--- config.mk ---
export PLATFORM = sky130hd
export DESIGN_NAME = muldiv_accel
export DESIGN_NICKNAME = d
export VERILOG_FILES = /design/src/rtl/muldiv_pkg.sv /design/src/rtl/muldiv_seq.sv /design/src/rtl/muldiv_core.sv /design/src/rtl/muldiv_accel.sv
export SDC_FILE = /design/constraint.sdc
export NUM_CORES = 1
export LEC_CHECK = 0
export BUFFER_PORTS_ARGS = -buffer_cell sky130_fd_sc_hd__buf_4
export CAP_MARGIN = 0
export CORE_MARGIN = 3
export CORE_UTILIZATION = 66
export DETAILED_ROUTE_END_ITERATION = 10
export PLACE_DENSITY = 0.94
export SLEW_MARGIN = 20
export SYNTH_ARGS = -nofsm -noshare
export SYNTH_HDL_FRONTEND = slang
export SYNTH_SLANG_ARGS = --single-unit
export TNS_END_PERCENT = 20
--- constraint.sdc ---
create_clock -name clk_i -period 6 [get_ports clk_i]
set_input_delay 0 -clock clk_i [delete_from_list [all_inputs] [get_ports clk_i]]
set_output_delay 0 -clock clk_i [all_outputs]
set_load 0.01 [all_outputs]
--- src/rtl/muldiv_pkg.sv ---
package muldiv_pkg;
  localparam int BYTE_W  = 8;
  localparam int A_W     = 32;
  localparam int B_W     = 16;
  localparam int ACC_W   = 40;
  localparam int ADR_W   = 2;
  localparam int ACC_NB  = ACC_W / BYTE_W;

  localparam logic [ADR_W-1:0] ADR_STAT = 2'd0;
  localparam logic [ADR_W-1:0] ADR_A    = 2'd1;
  localparam logic [ADR_W-1:0] ADR_B    = 2'd2;
  localparam logic [ADR_W-1:0] ADR_ACC  = 2'd3;

  localparam int STAT_BUSY = 7;
  localparam int STAT_OVF  = 6;
  localparam int STAT_CLR  = 4;

  typedef enum logic [1:0] {
    OP_MUL   = 2'd0,
    OP_DIV16 = 2'd1,
    OP_DIV32 = 2'd2
  } op_e;

  typedef enum logic [3:0] {
    S_IDLE, S_A1, S_A2, S_A3, S_A4, S_A2B1, S_A4B1, S_B1, S_B2, S_B2A1
  } seq_e;
endpackage

--- src/rtl/muldiv_seq.sv ---
module muldiv_seq
  import muldiv_pkg::*;
(
  input  logic       clk_i,
  input  logic       rst_ni,
  input  logic       wr_a_i,
  input  logic       wr_b_i,
  input  logic       clr_i,
  output logic [1:0] a_idx_o,
  output logic       b_idx_o,
  output logic       start_o,
  output op_e        op_o
);
  seq_e st_q, st_d;

  always_comb begin
    st_d    = st_q;
    start_o = 1'b0;
    op_o    = OP_MUL;
    if (wr_a_i) begin
      case (st_q)
        S_A1:   st_d = S_A2;
        S_A2:   st_d = S_A3;
        S_A3:   st_d = S_A4;
        S_B2:   st_d = S_B2A1;
        S_B2A1: begin start_o = 1'b1; op_o = OP_MUL; st_d = S_IDLE; end
        default: st_d = S_A1;  // restart match at this write
      endcase
    end else if (wr_b_i) begin
      case (st_q)
        S_B1:   st_d = S_B2;
        S_A2:   st_d = S_A2B1;
        S_A4:   st_d = S_A4B1;
        S_A2B1: begin start_o = 1'b1; op_o = OP_DIV16; st_d = S_IDLE; end
        S_A4B1: begin start_o = 1'b1; op_o = OP_DIV32; st_d = S_IDLE; end
        default: st_d = S_B1;
      endcase
    end
  end

  always_ff @(posedge clk_i or negedge rst_ni) begin
    if (!rst_ni)    st_q <= S_IDLE;
    else if (clr_i) st_q <= S_IDLE;
    else            st_q <= st_d;
  end

  // byte slot the next write lands in, derived from match progress
  always_comb begin
    case (st_q)
      S_A1, S_B2A1: a_idx_o = 2'd1;
      S_A2:         a_idx_o = 2'd2;
      S_A3:         a_idx_o = 2'd3;
      default:      a_idx_o = 2'd0;
    endcase
    b_idx_o = (st_q == S_B1) || (st_q == S_A2B1) || (st_q == S_A4B1);
  end

  p_seq_restart_r11: assert property (@(posedge clk_i) disable iff (!rst_ni)
    start_o |=> (st_q == S_IDLE));
  p_clr_restart_r10: assert property (@(posedge clk_i) disable iff (!rst_ni)
    clr_i |=> (st_q == S_IDLE));
endmodule

--- src/rtl/muldiv_core.sv ---
module muldiv_core
  import muldiv_pkg::*;
#(
  parameter int LAT_MUL   = 24,
  parameter int LAT_DIV16 = 24,
  parameter int LAT_DIV32 = 36
) (
  input  logic           clk_i,
  input  logic           rst_ni,
  input  logic           start_i,
  input  op_e            op_i,
  input  logic [A_W-1:0] a_i,
  input  logic [B_W-1:0] b_i,
  output logic           busy_o,
  output logic           fin_o,
  output op_e            op_o,
  output logic [A_W-1:0] res_o,
  output logic [B_W-1:0] rem_o,
  output logic           ovf_o,
  output logic           dz_o
);
  localparam int LAT_MAX = (LAT_DIV32 > LAT_MUL) ?
                           ((LAT_DIV32 > LAT_DIV16) ? LAT_DIV32 : LAT_DIV16) :
                           ((LAT_MUL > LAT_DIV16) ? LAT_MUL : LAT_DIV16);
  localparam int CNT_W   = $clog2(LAT_MAX + 1);
  localparam int STEP_W  = $clog2(A_W + 1);

  logic              busy_q;
  op_e               op_q;
  logic [CNT_W-1:0]  cnt_q, lat_q;
  logic [STEP_W-1:0] nstep_q;
  logic [A_W-1:0]    work_q, aux_q;   // mul: product, multiplicand; div: quotient/dividend
  logic [B_W-1:0]    mplr_q, rem_q, dvs_q;

  logic [A_W-1:0]    work_n, aux_n;
  logic [B_W-1:0]    mplr_n, rem_n;
  logic [B_W:0]      r_sh;
  logic              qbit, stepping;

  always_comb begin
    work_n = work_q;
    aux_n  = aux_q;
    mplr_n = mplr_q;
    rem_n  = rem_q;
    r_sh   = {rem_q, work_q[A_W-1]};
    qbit   = 1'b0;
    if (op_q == OP_MUL) begin
      if (mplr_q[0]) work_n = work_q + aux_q;
      aux_n  = {aux_q[A_W-2:0], 1'b0};
      mplr_n = {1'b0, mplr_q[B_W-1:1]};
    end else begin
      qbit   = (r_sh >= {1'b0, dvs_q});
      rem_n  = qbit ? (r_sh[B_W-1:0] - dvs_q) : r_sh[B_W-1:0];
      work_n = {work_q[A_W-2:0], qbit};
    end
  end

  assign stepping = busy_q && (32'(cnt_q) < 32'(nstep_q));
  assign fin_o    = busy_q && (cnt_q == lat_q - CNT_W'(1));

  always_ff @(posedge clk_i or negedge rst_ni) begin
    if (!rst_ni) begin
      busy_q  <= 1'b0;
      op_q    <= OP_MUL;
      cnt_q   <= '0;
      lat_q   <= CNT_W'(LAT_MUL);
      nstep_q <= '0;
      work_q  <= '0;
      aux_q   <= '0;
      mplr_q  <= '0;
      rem_q   <= '0;
      dvs_q   <= '0;
    end else if (start_i) begin
      busy_q <= 1'b1;
      op_q   <= op_i;
      cnt_q  <= '0;
      rem_q  <= '0;
      case (op_i)
        OP_MUL: begin
          lat_q   <= CNT_W'(LAT_MUL);
          nstep_q <= STEP_W'(B_W);
          work_q  <= '0;
          aux_q   <= {{(A_W-B_W){1'b0}}, a_i[B_W-1:0]};
          mplr_q  <= b_i;
        end
        OP_DIV16: begin
          lat_q   <= CNT_W'(LAT_DIV16);
          nstep_q <= STEP_W'(B_W);
          work_q  <= {a_i[B_W-1:0], {(A_W-B_W){1'b0}}};
          dvs_q   <= b_i;
        end
        default: begin
          lat_q   <= CNT_W'(LAT_DIV32);
          nstep_q <= STEP_W'(A_W);
          work_q  <= a_i;
          dvs_q   <= b_i;
        end
      endcase
    end else if (busy_q) begin
      cnt_q <= cnt_q + CNT_W'(1);
      if (fin_o) busy_q <= 1'b0;
      if (stepping) begin
        work_q <= work_n;
        aux_q  <= aux_n;
        mplr_q <= mplr_n;
        rem_q  <= rem_n;
      end
    end
  end

  assign busy_o = busy_q;
  assign op_o   = op_q;
  assign dz_o   = (op_q != OP_MUL) && (dvs_q == '0);
  assign res_o  = dz_o ? '1 : work_q;
  assign rem_o  = dz_o ? '1 : rem_q;
  assign ovf_o  = (op_q == OP_MUL) ? (work_q[A_W-1:B_W] != '0) : dz_o;

  p_no_start_busy_r12: assert property (@(posedge clk_i) disable iff (!rst_ni)
    start_i |-> !busy_q);
  p_start_busy_r5: assert property (@(posedge clk_i) disable iff (!rst_ni)
    start_i |=> busy_q);
  p_steps_done_r5: assert property (@(posedge clk_i) disable iff (!rst_ni)
    fin_o |-> !stepping);
endmodule

--- src/rtl/muldiv_accel.sv ---
module muldiv_accel
  import muldiv_pkg::*;
#(
  parameter int LAT_MUL   = 24,
  parameter int LAT_DIV16 = 24,
  parameter int LAT_DIV32 = 36
) (
  input  logic              clk_i,
  input  logic              rst_ni,
  input  logic [ADR_W-1:0]  addr_i,
  input  logic              wr_i,
  input  logic              rd_i,
  input  logic [BYTE_W-1:0] wdata_i,
  output logic [BYTE_W-1:0] rdata_o
);
  localparam logic [2:0] ACC_TOP = 3'(ACC_NB - 1);

  logic [A_W-1:0]   a_q, a_nxt, res;
  logic [B_W-1:0]   b_q, b_nxt, rem;
  logic [ACC_W-1:0] acc_q;
  logic             ovf_q;
  logic [1:0]       a_rp_q;
  logic             b_rp_q;
  logic [2:0]       acc_wp_q, acc_rp_q;

  logic       busy, fin, ovf, dz, start;
  op_e        op_start, op_run;
  logic [1:0] a_idx;
  logic       b_idx;
  logic       wr_ok, wr_a, wr_b, wr_acc, clr, rd_a, rd_b, rd_acc;

  assign wr_ok  = wr_i && !busy;
  assign wr_a   = wr_ok && (addr_i == ADR_A);
  assign wr_b   = wr_ok && (addr_i == ADR_B);
  assign wr_acc = wr_ok && (addr_i == ADR_ACC);
  assign clr    = wr_ok && (addr_i == ADR_STAT) && wdata_i[STAT_CLR];
  assign rd_a   = rd_i && (addr_i == ADR_A);
  assign rd_b   = rd_i && (addr_i == ADR_B);
  assign rd_acc = rd_i && (addr_i == ADR_ACC);

  muldiv_seq i_seq (
    .clk_i   (clk_i),
    .rst_ni  (rst_ni),
    .wr_a_i  (wr_a),
    .wr_b_i  (wr_b),
    .clr_i   (clr),
    .a_idx_o (a_idx),
    .b_idx_o (b_idx),
    .start_o (start),
    .op_o    (op_start)
  );

  // operand values including the byte written this cycle
  always_comb begin
    a_nxt = a_q;
    b_nxt = b_q;
    if (wr_a) begin
      if (a_idx == 2'd0) a_nxt = {{(A_W-BYTE_W){1'b0}}, wdata_i};
      else               a_nxt[{a_idx, 3'b000} +: BYTE_W] = wdata_i;
    end
    if (wr_b) begin
      if (!b_idx) b_nxt = {{(B_W-BYTE_W){1'b0}}, wdata_i};
      else        b_nxt = {wdata_i, b_q[BYTE_W-1:0]};
    end
  end

  muldiv_core #(
    .LAT_MUL   (LAT_MUL),
    .LAT_DIV16 (LAT_DIV16),
    .LAT_DIV32 (LAT_DIV32)
  ) i_core (
    .clk_i   (clk_i),
    .rst_ni  (rst_ni),
    .start_i (start),
    .op_i    (op_start),
    .a_i     (a_nxt),
    .b_i     (b_nxt),
    .busy_o  (busy),
    .fin_o   (fin),
    .op_o    (op_run),
    .res_o   (res),
    .rem_o   (rem),
    .ovf_o   (ovf),
    .dz_o    (dz)
  );

  always_ff @(posedge clk_i or negedge rst_ni) begin
    if (!rst_ni) begin
      a_q      <= '0;
      b_q      <= '0;
      acc_q    <= '0;
      ovf_q    <= 1'b0;
      a_rp_q   <= 2'd3;
      b_rp_q   <= 1'b1;
      acc_wp_q <= '0;
      acc_rp_q <= ACC_TOP;
    end else if (clr) begin
      a_q      <= '0;
      b_q      <= '0;
      acc_q    <= '0;
      a_rp_q   <= 2'd3;
      b_rp_q   <= 1'b1;
      acc_wp_q <= '0;
      acc_rp_q <= ACC_TOP;
    end else if (fin) begin
      a_q      <= res;
      ovf_q    <= ovf;
      a_rp_q   <= (op_run == OP_DIV16) ? 2'd1 : 2'd3;
      acc_wp_q <= '0;
      acc_rp_q <= ACC_TOP;
      if (op_run != OP_MUL) begin
        b_q    <= rem;
        b_rp_q <= 1'b1;
      end
      if (!dz) acc_q <= acc_q + {{(ACC_W-A_W){1'b0}}, res};
    end else begin
      a_q <= a_nxt;
      b_q <= b_nxt;
      if (wr_a)      a_rp_q <= a_idx;
      else if (rd_a) a_rp_q <= a_rp_q - 2'd1;
      if (wr_b)      b_rp_q <= b_idx;
      else if (rd_b) b_rp_q <= ~b_rp_q;
      if (wr_acc) begin
        acc_q[{acc_wp_q, 3'b000} +: BYTE_W] <= wdata_i;
        acc_rp_q <= acc_wp_q;
        acc_wp_q <= (acc_wp_q == ACC_TOP) ? 3'd0 : acc_wp_q + 3'd1;
      end else if (rd_acc) begin
        acc_rp_q <= (acc_rp_q == 3'd0) ? ACC_TOP : acc_rp_q - 3'd1;
      end
    end
  end

  always_comb begin
    case (addr_i)
      ADR_A:   rdata_o = a_q[{a_rp_q, 3'b000} +: BYTE_W];
      ADR_B:   rdata_o = b_rp_q ? b_q[B_W-1:BYTE_W] : b_q[BYTE_W-1:0];
      ADR_ACC: rdata_o = acc_q[{acc_rp_q, 3'b000} +: BYTE_W];
      default: begin
        rdata_o = '0;
        rdata_o[STAT_BUSY] = busy;
        rdata_o[STAT_OVF]  = ovf_q;
      end
    endcase
  end

  // busy-window length watcher
  logic [7:0] busy_len_q;
  always_ff @(posedge clk_i or negedge rst_ni) begin
    if (!rst_ni)   busy_len_q <= '0;
    else if (busy) busy_len_q <= busy_len_q + 8'd1;
    else           busy_len_q <= '0;
  end

  p_latency_r5: assert property (@(posedge clk_i) disable iff (!rst_ni)
    $fell(busy) |-> (32'(busy_len_q) ==
      ((op_run == OP_DIV32) ? LAT_DIV32 : (op_run == OP_DIV16) ? LAT_DIV16 : LAT_MUL)));
  p_no_overflow_r6: assert property (@(posedge clk_i) disable iff (!rst_ni)
    (fin && op_run == OP_MUL) |=> (ovf_q == (a_q[A_W-1:B_W] != '0)));
  p_div_zero_r7: assert property (@(posedge clk_i) disable iff (!rst_ni)
    (fin && dz) |=> (a_q == '1 && b_q == '1 && ovf_q && $stable(acc_q)));
  p_clear_r10: assert property (@(posedge clk_i) disable iff (!rst_ni)
    clr |=> (a_q == '0 && b_q == '0 && acc_q == '0));
  p_busy_hold_r12: assert property (@(posedge clk_i) disable iff (!rst_ni)
    (busy && !fin) |=> ($stable(acc_q) && $stable(b_q) && $stable(a_q)));
endmodule

* Word-level counts from Yosys, hierarchy flattened
Index checks and enable logic that the tools add are counted.
** Operators by class
- $add $sub $neg :: 10
- Magnitude comparators :: 2
- Equal/unequal tests :: 21
- Shifts and indexed selects :: 6
- Muxes and demuxes :: 80
- Bitwise logic cells :: 3
- Reductions and logical operators :: 41
** Operator list (number)
- 32-bit two-way mux :: 15
- 16-bit two-way mux :: 16
- 40-bit two-way mux :: 4
- 32-bit case mux with 2 select lines :: 1
- 40-bit by 32-bit adder with 40-bit output :: 1
- 40-bit bitwise mux :: 1
- 8-bit by 8-bit variable shift with 40-bit output, first input constant :: 1
- 40-bit by 7-bit indexed part select with 8-bit output :: 1
- 8-bit by 8-bit indexed part select with 40-bit output :: 1
- 32-bit adder :: 1
- 32-bit bitwise mux :: 1
- 8-bit by 7-bit variable shift with 32-bit output, first input constant :: 1
- 32-bit by 6-bit indexed part select with 8-bit output :: 1
- 8-bit by 7-bit indexed part select with 32-bit output :: 1
- 3-bit two-way mux :: 9
- 6-bit two-way mux :: 4
- 8-bit case mux with 3 select lines :: 1
- 4-bit case mux with 5 select lines :: 1
- 17-bit by 16-bit greater-or-equal comparator with 1-bit output :: 1
- 4-bit by 3-bit equality test with 1-bit output, second input constant :: 4
- 16-bit zero test :: 1
- 4-bit case mux with 4 select lines :: 1
- 16-bit nonzero test :: 1
- 16-bit subtractor :: 1
- 38 further kinds :: 93
** Storage, ports and cells
- Register bits after elaboration :: 235
- Input port bits :: 14
- Word-level logic and storage cells :: 182

* Longest topological paths before layout
- Depth after elaboration :: 10
- Depth in mapped cells :: 19
- Depth with buffers taken out :: 17

* Hierarchy
Synthesis repeated with hierarchy kept, for this count alone.
** Second synthesis, totals
- Cell total of the unflattened synthesis :: 2008
- Area, all modules :: 16935.0 µm²
** By module, submodules not included
- muldiv_core :: times used 1, cells each 1003, area an instance 8635.8 µm², seq. area each 3104.2 µm²
- muldiv_accel :: times used 1, cells each 961, area an instance 7926.4 µm², seq. area each 2457.4 µm²
- muldiv_seq :: times used 1, cells each 44, area an instance 372.9 µm², seq. area each 100.1 µm²

* Least setup slack after synthesis
Ideal clock, no wire load.
- Path kind :: register to register
- Start point :: register i_core.dvs_q[10]
- End point :: register acc_q[28]
- Setup time :: 0.070 ns
- Arrival time :: 3.919 ns
- Data required time :: 5.930 ns
- Setup slack :: 2.011 ns
- Cell stages (with the launch flop) :: 20
- Buffers on the path :: 2
- Cell sequence :: dfrtp_1 > nor4_1 > nand3_1 > nor3_1 > clkbuf_1 > clkbuf_1 > or2_2 > ha_1 > inv_1 > fa_1 > nor2b_1 > o31ai_1 > a211oi_1 > o211ai_1 > nand3_1 > a21o_1 > a21o_1 > a311oi_2 > or4_1 > nand3_1
** On the way
- Word-level cells in the longest chain between the ends :: 7
** Ends and longest elaborated chain
- start: declaration :: RTL line muldiv_core.sv:33 : logic [B_W-1:0] mplr_q, rem_q, dvs_q;
- start signal: assignment :: RTL line muldiv_core.sv:90 : dvs_q <= b_i;
- start signal: assignment :: RTL line muldiv_core.sv:96 : dvs_q <= b_i;
- 16-bit zero test * :: RTL line muldiv_core.sv:113 : assign dz_o = (op_q != OP_MUL) && (dvs_q == '0);
- 1-bit logical AND * :: RTL line muldiv_core.sv:113
- 32-bit two-way mux :: RTL line muldiv_core.sv:114 : assign res_o = dz_o ? '1 : work_q;
- 40-bit by 32-bit adder with 40-bit output :: RTL line muldiv_accel.sv:115 : if (!dz) acc_q <= acc_q + {{(ACC_W-A_W){1'b0}}, res};
- 40-bit two-way mux :: RTL line muldiv_accel.sv:115
- 40-bit two-way mux :: RTL line muldiv_accel.sv:105 : end else if (fin) begin
- 40-bit two-way mux :: RTL line muldiv_accel.sv:97 : end else if (clr) begin
- end signal: assignment :: RTL line muldiv_accel.sv:115
- end signal: indexed assignment :: RTL line muldiv_accel.sv:124 : acc_q[{acc_wp_q, 3'b000} +: BYTE_W] <= wdata_i;
- end: declaration :: RTL line muldiv_accel.sv:20 : logic [ACC_W-1:0] acc_q;
Mark *: on every way between the ends. The rest lies on a longest branch, timed or not. The select of a mux whose other input is x is not followed.
A chain may end at the register's enable or synchronous reset.

* Final worst setup path
- Start point :: register i_core.dvs_q[3]
- End point :: register acc_q[28]
Same word-level chain as after synthesis.

==> key figures <==
Outcome
  – Outcome: finished, final reports clean

Hold path
  – Min-Delay Startpoint: addr_i[1]
  – WHS Path Cells: 4
  – WHS Endpoint: a_rp_q[0]
  – Worst min path class: input port to flop

Placement
  – Dpl hpwl: about 36 mm
  – PortBufs: 21
  – Post-place instance area: around 0.016 sq mm
  – Pre-CTS WS: roughly 1.3 ns
  – GP Congestion: ~1.1

Power and ir drop
  – Leak Pwr: around 7.5 nW
  – Peak VDD IR: 0.538 mV
  – PD cells: 647 mW/mm^2

Drt
  – # DRC: 0
  – Final wirelength: about 52 mm
  – Initial DRC count: between 2000 and 2500
  – Antenna-violating nets left: 0
  – Via count: approximately 16000
  – TritonRoute pass-1 iters: 7
  – DR WL/cell: about 24 microns
  – Vias per cell: roughly 7

Final layout
  – Core Util, Final: 0.731
  – Nets: about 2000
  – Ratio of cells with drive above 1 in the final layout: 0.0916
  – Fillers: 1729
  – Ant diodes: 0
  – Post-Layout Inst Area: around 0.017 sq mm
  – Area grow syn2layout: 7.52%

Timing
  – Fin. Hold Viols: 0
  – Worst Hold Slack: roughly 0.026 ns
  – Final worst slack: between 1 and 1.5 ns
  – TNS Setup: 0 ns
  – Final setup fails: 0
  – Worst Max-Slew Pin Slew: around 1.1 ns
  – Rel. slew slack: 0.260
  – Fin Clk Skew: 0.0198 ns
  – Unrepaired setup endpoints after global routing: false
  – Minimum clock period: about 4.7 ns
  – Slew Limit Fails: 0
  – Period utilisation layout: 0.777
  – Achievable Freq: around 0.21 GHz

Yosys
  – Gate Count Post-Synth: approximately 1900
  – EDFF count, synth: 0
  – Cell taking the most area after synthesis: dfrtp_1
  – Syn. warnings: 0
  – Register area share after synthesis: 0.349
  – Top FF cell, synth: dfrtp_1
  – Mapped Nets: between 2000 and 2500
  – Largest cells by area after synthesis: dfrtp_1 (34%), ha_1 (7.3%), a21oi_1 (5.1%), o21ai_0 (4.8%), nand2_1 (4.5%)
  – Top-area cell type share of the netlist area: 0.341
  – Syn_area_per_cell: approximately 8.5 sq um
  – Top-count cell post-synth: dfrtp_1
  – Netlist cell types: 89
  – Seq cells post-synth: 226
  – Top cells by count, synth: dfrtp_1 (221), nand2_1 (194), nor2_1 (191)
  – Async S/R FF share, synth: 1.00
  – Cell Area, Synth: 0.0162 sq mm

Floorplanning
  – Die Area: between 0.02 and 0.03 sq mm
  – Chip height: around 160 microns
  – I/O pin count: 22
  – Row count: 56
  – Core area: about 0.024 sq mm
  – Die W: around 160 microns
  – Initial Util: 0.680

CTS
  – Setup bufs post-CTS: 0
  – Clk slew on worst S/H paths: 0.06 ns
  – CTS buffer count: 26
  – Root Buffer: clkbuf_16
  – # H-tree levels: 1
  – CTS tree: yes
  – Quantity of gates resized following cts: 0
  – Sink Count: 226
  – Longest Clk Path Bufs: 3
  – Cts hold-fix bufs: 11
  – Clk Latency, worst-skew pair: around 0.54 ns

Setup path
  – Crit-path cells: nor4_1, nand3_1, nor3_4, or2_2, ha_1, inv_1, fa_1, nor2b_1, o31ai_1, a211oi_1, o211ai_1, nand3_1, a21o_1, a21o_1, a311oi_2, or4_1, nand3_1
  – Max FO, Critical Path: 21
  – R2r setup slk: about 1.3 ns
  – Max stage delay cell, worst path: nor3_4
  – Crit path depth: 17
  – Crit path max-delay family: simple AND/OR/NAND/NOR gates
  – Crit start category: flop
  – Cells on worst reg2reg path: 17
  – Worst r2r src: i_core.dvs_q[3]
  – Critical Path Max Stage Delay: between 0.6 and 0.7 ns
  – Worst r2r dst: acc_q[28]
  – Required @ worst endpoint: between 6 and 7 ns
  – CP Buf/Inv Count: 1
  – Cell repeated most along the worst path: nand3_1
  – Setup CP Type: flop to flop
  – Worst setup EP type: flop
  – WP data arrival: about 5.1 ns

Global routing
  – Largest net degree at the start of global routing: between 100 and 150
  – First-pass GRT wire length: roughly 82 mm
  – GR Overflow Total: 0
  – GRT Total Usage: 0.389
  – Vias in the first global route: 15319
  – Initial antenna violation count: 0

Flow run
  – Max_cap viols: 0
routing by layer:
layer  wire (microns)  vias up  share of wire  track usage
met3             6710      280           0.13       0.0910
met5                0        -              0            0
met4             3500        0          0.067        0.202
met2            22800     1176           0.44        0.597
met1            19000     7459           0.37        0.518
li1                 -     6933              -            -
metrics by stage:
step                cells  total power, mW
floorplan            1909             7.66
detailed placement   2151             9.37
global route         2208             12.0
global placement     2151             9.10
CTS                  2208             11.0
finish               2208             11.3
logic make-up (layout without fill, tap and decap cells):
kind of cell    after synthesis  after routing  synth area share
compound gates              649            649             0.265
flops                       226            226             0.349
fa+ha+maj                    98             98            0.0771
buf+inv                     177            157            0.0430
simple gates                638            638             0.182
xor+xnor                     67             67            0.0362
mux                          54             54            0.0475
cells in the final DEF (no fill, tap or decap), drive strengths merged, types with 13 or more instances in the layout:
cell type and n:
clkbuf 36, mux2i 33, nand3 68, nor2b 22, a221oi 20, o221ai 15, xor2 18, dfrtp 221
nor3 34, a21o 30, or2 38, o22ai 31, buf 38, a21oi 168, inv 61, nor4 13
xnor2 49, mux4 18, and3 21, a22o 31, ha 95, o31ai 13, nand2b 14, nand2 194
o21ai 171, o21a 19, nor2 194, o2bb2ai 14, a22oi 28
state kept, by name, summed over array words and instances, names as in the netlist, 2 cells and up:
| name | cells |
|---|---|
| a_q | 32 |
| a_rp_q | 2 |
| acc_q | 40 |
| acc_rp_q | 3 |
| acc_wp_q | 3 |
| b_q | 16 |
| i_core.aux_q | 32 |
| i_core.cnt_q | 6 |
| i_core.dvs_q | 16 |
| i_core.lat_q | 2 |
| i_core.mplr_q | 16 |
| i_core.op_o | 2 |
| i_core.rem_q | 16 |
| i_core.work_q | 32 |
| i_seq.st_q | 4 |
tightest hold or removal path, delay by kind of cell:
family,cells,cell delay [ns]
AND/OR/NAND/NOR,2,0.25
buffers and inverters,1,0.17
AO/OA/AOI/OAI,1,0.10
how the worst max path moves through the flow:
| stage | start | to | slack, ns |
|---|---|---|---|
| 5_1_grt | i_core.dvs_q[3] | acc_q[28] | 1.02 |
| 4_1_cts | i_core.dvs_q[3] | acc_q[28] | 1.20 |
| 2_1_floorplan | i_core.dvs_q[10] | acc_q[28] | 2.01 |
| 6_report | i_core.dvs_q[3] | acc_q[28] | 1.34 |
| 3_3_place_gp | i_core.dvs_q[3] | acc_q[28] | 1.42 |
| 3_5_place_dp | i_core.dvs_q[3] | acc_q[28] | 1.29 |
power by group:
group / leakage, nW / total [mW] / switching [mW] / internal (mW)
Sequential: 2.84 / 2.90 / 0.776 / 2.13
Clock: 0.403 / 1.56 / 0.656 / 0.901
Combinational: 4.30 / 6.82 / 4.06 / 2.75
Total: 7.54 / 11.3 / 5.49 / 5.78
area by class of cell:
cell class	count	area (sq um)	area share
clock buffers	36	739	0.0424
inverters	62	233	0.0134
multi-input cells	1506	9900	0.568
flip-flops and latches	226	5660	0.325
well taps	319	399	0.0229
clock inverters	10	83.8	0.00481
repair buffers	49	403	0.0231
No activity file was read; power rests on OpenSTA's default activity.
